<file path="src/rtl/adc_lane_aligner.sv">
module adc_lane_aligner #(
  parameter int LANES   = 2,
  parameter int WORD_W  = 12,
  parameter logic [WORD_W-1:0] PATTERN = 12'b000111000111,
  parameter int TAPS    = 32,
  parameter int STABLE  = 64,
  parameter int SETTLE  = 4,
  parameter int RST_CYC = 4
) (
  input  logic                    clk,
  input  logic                    rst_n,
  input  logic                    start,
  input  logic [LANES*WORD_W-1:0] lane_word,
  output logic                    dly_rst,
  output logic                    serdes_rst,
  output logic [LANES-1:0]        dly_inc,
  output logic [LANES-1:0]        bitslip,
  output logic [LANES-1:0]        lane_lock,
  output logic [LANES-1:0]        lane_fail,
  output logic                    busy,
  output logic                    done,
  output logic                    error
);
  localparam int TW = $clog2(TAPS + 1);
  localparam int CW = $clog2(TAPS + SETTLE + STABLE + RST_CYC + 2);
  localparam int SW = $clog2(WORD_W + 1);

  typedef enum logic [2:0] {IDLE, BRST, SRST, SCAN, LOAD, SLIP, FIN} st_t;
  st_t state;

  logic [CW-1:0]     cnt;
  logic [TW-1:0]     tap;
  logic [SW-1:0]     slips;
  logic [LANES-1:0]  ok, stab, better;
  logic [WORD_W-1:0] wd [LANES];
  logic [WORD_W-1:0] refw [LANES];
  logic [TW-1:0]     cur_len [LANES];
  logic [TW-1:0]     best_len [LANES];
  logic [TW-1:0]     best_st [LANES];
  logic [TW-1:0]     run_n [LANES];
  logic [TW-1:0]     blen_n [LANES];
  logic [TW-1:0]     bst_n [LANES];
  logic [TW-1:0]     centre [LANES];

  assign busy  = (state != IDLE) && (state != FIN);
  assign error = done && (|lane_fail);

  always_comb begin
    for (int l = 0; l < LANES; l++) begin
      wd[l]     = lane_word[l*WORD_W +: WORD_W];
      stab[l]   = ok[l] && (wd[l] == refw[l]);
      run_n[l]  = stab[l] ? cur_len[l] + TW'(1) : '0;
      better[l] = run_n[l] > best_len[l];
      blen_n[l] = better[l] ? run_n[l] : best_len[l];
      bst_n[l]  = better[l] ? tap + TW'(1) - run_n[l] : best_st[l];
      centre[l] = best_st[l] + ((best_len[l] - TW'(1)) >> 1);
    end
  end

  always_ff @(posedge clk) begin
    if (!rst_n) begin
      state <= IDLE; cnt <= '0; tap <= '0; slips <= '0; ok <= '0;
      dly_rst <= 1'b0; serdes_rst <= 1'b0; dly_inc <= '0; bitslip <= '0;
      lane_lock <= '0; lane_fail <= '0; done <= 1'b0;
      for (int l = 0; l < LANES; l++) begin
        refw[l] <= '0; cur_len[l] <= '0; best_len[l] <= '0; best_st[l] <= '0;
      end
    end else begin
      dly_rst <= 1'b0; serdes_rst <= 1'b0; dly_inc <= '0; bitslip <= '0;
      case (state)
        IDLE, FIN: if (start) begin
          state <= BRST; cnt <= '0; dly_rst <= 1'b1;
          done <= 1'b0; lane_lock <= '0; lane_fail <= '0;
        end
        BRST: if (cnt == CW'(RST_CYC - 1)) begin
          serdes_rst <= 1'b1; cnt <= '0; state <= SRST;
        end else begin
          dly_rst <= 1'b1; cnt <= cnt + CW'(1);
        end
        SRST: if (cnt == CW'(RST_CYC - 1)) begin
          cnt <= '0; tap <= '0; ok <= '0; state <= SCAN;
          for (int l = 0; l < LANES; l++) begin
            cur_len[l] <= '0; best_len[l] <= '0; best_st[l] <= '0;
          end
        end else begin
          serdes_rst <= 1'b1; cnt <= cnt + CW'(1);
        end
        SCAN: begin
          cnt <= cnt + CW'(1);
          for (int l = 0; l < LANES; l++) begin
            if (cnt == CW'(SETTLE)) begin
              refw[l] <= wd[l]; ok[l] <= 1'b1;
            end else if (cnt > CW'(SETTLE)) ok[l] <= stab[l];
          end
          if (cnt == CW'(SETTLE + STABLE - 1)) begin
            cnt <= '0;
            for (int l = 0; l < LANES; l++) begin
              cur_len[l] <= run_n[l]; best_len[l] <= blen_n[l]; best_st[l] <= bst_n[l];
            end
            if (tap == TW'(TAPS - 1)) begin
              state <= LOAD; dly_rst <= 1'b1;
              for (int l = 0; l < LANES; l++) lane_fail[l] <= (blen_n[l] == '0);
            end else begin
              tap <= tap + TW'(1); dly_inc <= '1;
            end
          end
        end
        LOAD: begin
          cnt <= cnt + CW'(1);
          for (int l = 0; l < LANES; l++)
            dly_inc[l] <= (cnt < CW'(centre[l])) && !lane_fail[l];
          if (cnt == CW'(TAPS + SETTLE)) begin
            cnt <= '0; slips <= '0; state <= SLIP;
          end
        end
        SLIP: if (&(lane_lock | lane_fail)) begin
          state <= FIN; done <= 1'b1;
        end else if (cnt == CW'(SETTLE)) begin
          cnt <= '0; slips <= slips + SW'(1);
          for (int l = 0; l < LANES; l++) begin
            if (!lane_lock[l] && !lane_fail[l]) begin
              if (wd[l] == PATTERN)          lane_lock[l] <= 1'b1;
              else if (slips == SW'(WORD_W)) lane_fail[l] <= 1'b1;
              else                           bitslip[l]   <= 1'b1;
            end
          end
        end else begin
          cnt <= cnt + CW'(1);
        end
        default: state <= IDLE;
      endcase
    end
  end
endmodule

</file>
<file path="config.mk">
export PLATFORM = sky130hd
export DESIGN_NAME = adc_lane_aligner
export DESIGN_NICKNAME = d
export VERILOG_FILES = /design/src/rtl/adc_lane_aligner.sv
export SDC_FILE = /design/constraint.sdc
export NUM_CORES = 1
export LEC_CHECK = 0
export ABC_AREA = 1
export BUFFER_PORTS_ARGS = -buffer_cell sky130_fd_sc_hd__buf_2
export CORE_MARGIN = 2
export CORE_UTILIZATION = 30
export CTS_CLUSTER_DIAMETER = 100
export DETAILED_ROUTE_END_ITERATION = 8
export PLACE_DENSITY_LB_ADDON = 0.05
export SLEW_MARGIN = 40
export SYNTH_ARGS = -nofsm -noshare
export SYNTH_HDL_FRONTEND = slang
export SYNTH_SLANG_ARGS = --single-unit
</file>
<file path="constraint.sdc">
create_clock -name clk -period 5.19 [get_ports clk]
set_input_delay 1.038 -clock clk [delete_from_list [all_inputs] [get_ports clk]]
set_output_delay 1.038 -clock clk [all_outputs]
set_load 0.02 [all_outputs]
</file>
==> qor.txt <==
Sink Count - 93
highest fanout seen on the critical path - 8
combined area of all synthesized cells - 6600 um^2
grt ovf - 0
ANT nets after route - 0
count of unresolved DRC violations after routing - 0
required time of the worst setup path - 5470 ps
layout cell share with drive strength beyond 1 - 0.103
pin count of the biggest net entering global routing - 36
fraction of the yosys area taken by sequential cells - 0.373
unrepaired setup endpoints after global routing - no
number of rows in the core area - 54
final routed wire length divided by cell count - 14.0 um
I/O Pins - 40
Design Area, Final - 7450 um^2
kind of critical path - in -> reg
slack of the worst reg-to-reg path - 2070 ps
count of input and output buffers - 39
total via count after detailed routing - 5397
worst r2r src - refw[0][19]
post-synthesis net count - 964
layer carrying the most global-route usage - met2
sort of element at the end of the critical path - flop
dpl hpwl - 13400 um
Critical Path Stages - 23
register bit total from synthesis - 93
antenna violations before repair - 0
number of library cell types mapped by synthesis - 41
Setup Buffers After CTS - 0
combined global-route utilization of all metal layers - 0.153
max-cap violation count - 0
Fin Clk Skew - 9.56 ps
highest-delay cell along the critical path - nand2_1
antenna diode count - 0
post-cts repair resize count - 0
highest-count cells in the layout ignoring fill and taps - 224 x nand2_1, 140 x inv_1, 125 x nor2_1
Slew headroom - 0.600
die outline width - 152 um
CTS Hold Bufs - 0
Most used DFF post-synth - edfxtp_1
setup_tns - 0 ps
Worst path max stage delay - 250 ps
area of the core region - 21700 um^2
placer's final routability congestion estimate - 0.762
instance count of the mapped netlist - 882
via count of the first global-routing pass - 5425
area after detailed placement - 7140 um^2
clk buf depth - 2
r2r endpoint - lane_fail[1]
nets - 1010
critical path capture point - lane_fail[1]
Total Die Area - 23200 um^2
total leakage power - 3.62 nW
overall routed net length - 17000 um
Area Overhead vs Synth - 12.9%
clock root cell - clkbuf_16
GR met1 Demand/Resource - 0.209
crit-path most repeated cell - nand2_1
overall power - 2.29 mW
fin crit share - 0.678
GR met3 Demand/Resource - 0.0230
critical path cell sequence - buf_2 > inv_1 > nand2_1 > nand2_1 > nor2_1 > nand2_1 > nor2_1 > nand2_1 > inv_1 > nand2_1 > inv_1 > ha_1 > nand2_1 > nand2_1 > nand2_1 > nand3_1 > nand2_1 > inv_1 > nand4_1 > nand3_1 > nor2_1 > nand2_1 > a21oi_1
ratio of total power to cell area - 308 nW/um^2
die height - 152 um
source of the worst hold timing path - lane_lock[0]
worst skew pair latency - 350 ps
Synth warnings - 0
r2r worst-path depth - 19
Initial Util - 0.304
final hold violation count - 0
CP top delay family - simple AND/OR/NAND/NOR gates
endpoint arrival time on the critical path - 3800 ps
mean cell area of the mapped netlist - 7.48 um^2
cts bufs inserted - 9
CTS H-Tree Depth - 3
number of vias per cell - 4.45
maximum VDD drop - 137 uV
sort of element at the start of the critical path - primary input
Starting DRT DRC Count - 226
Worst Hold Class - reg -> reg
crit path launch - lane_word[13]
max-slew violation count - 0
total of endpoints with negative setup slack in the final report - 0
FFs w/ async S/R, synth - 0
met2 Use GR - 0.257
Initial DRT Pass Iterations - 7
Worst-Margin Slew - 599 ps
final worst path period need - 3520 ps
status - finished clean
Post-synth EDFFs - 60
FMAX - 284 MHz
global-route wire length before repair - 28400 um
most common cell after layout, fill and taps aside - nand2_1
CTS tree - yes
Worst-path clk slew - 70 ps
count of buffering cells on the critical path with inverters included - 5
[registers in the layout (all words and copies together), names as in the netlist, 3 cells and up]
name      cells
best_len     12
best_st      12
cnt           7
cur_len      12
refw         24
slips         4
state         3
tap           6
[metrics by stage]
step | setup slack [ps] | utilization | cells | hold WS, ps
2_1_floorplan | 1740 | - | 882 | 453
3_3_place_gp | 1150 | 0.329 | 1197 | 479
3_5_place_dp | 1120 | 0.329 | 1197 | 472
4_1_cts | 1480 | 0.343 | 1213 | 489
5_1_grt | 1280 | 0.343 | 1213 | 521
6_report | 1670 | 0.343 | 1213 | 487
[final cells by class]
cell class / count / area [um^2]
well taps: 280 / 350
clock inverters: 3 / 43.8
clock buffers: 13 / 260
inverters: 148 / 556
fillers: 2356 / 14200
repair buffers: 44 / 233
flip-flops and latches: 93 / 2460
multi-input cells: 632 / 3540
[synth_stat cells (2+ instances only)]
master / instances / area (um^2)
nand2_1: 224 / 841
inv_1: 140 / 526
nor2_1: 125 / 469
edfxtp_1: 60 / 1800
ha_1: 51 / 638
nand3_1: 49 / 245
a21oi_1: 42 / 210
dfxtp_1: 33 / 661
xor2_1: 24 / 210
o21ai_0: 23 / 115
nor3_1: 11 / 55.1
nor2_4: 9 / 101
a211oi_1: 8 / 60.1
nor4_1: 8 / 50.1
xnor2_1: 8 / 70.1
inv_2: 7 / 26.3
clkbuf_1: 6 / 22.5
nand4_1: 6 / 37.5
nand3b_1: 5 / 37.5
fa_1: 4 / 80.1
nor2_2: 4 / 25.0
o21a_1: 4 / 30.0
o21ai_2: 4 / 35.0
nand2_4: 3 / 33.8
nor3b_1: 3 / 22.5
a31oi_1: 2 / 12.5
nand3_2: 2 / 20.0
nor2_8: 2 / 40.0
nor3_2: 2 / 20.0
o21bai_1: 2 / 15.0
[power by group]
| part | switching [mW] | internal (mW) |
|---|---|---|
| clock network | 0.295 | 0.402 |
| registers | 0.0630 | 0.846 |
| logic | 0.451 | 0.235 |
[per-layer routing]
layer,vias to the layer above,routed length [um]
met3,7,496
met4,0,140
met1,2424,8470
li1,2912,-
met5,-,0
met2,54,7890
[worst min path at each step]
stage,to,depth (start not counted)
floorplan,ok[0],2
global placement,ok[1],2
global route,tap[1],2
detailed placement,lane_lock[0],1
finish,lane_lock[0],1
CTS,tap[1],2
[cell families (layout without fill, tap and decap cells)]
family                     after synthesis  count (layout)  synth area share
and+or+nand+nor                        456             456             0.308
AOI/OAI and AO/OA                       89              89            0.0772
DFF                                     93              93             0.373
xor gates and xnor gates                32              32            0.0425
buffers and inverters                  157             208            0.0906
adders and majority gates               55              55             0.109
Power figures use the tool's default switching activity.
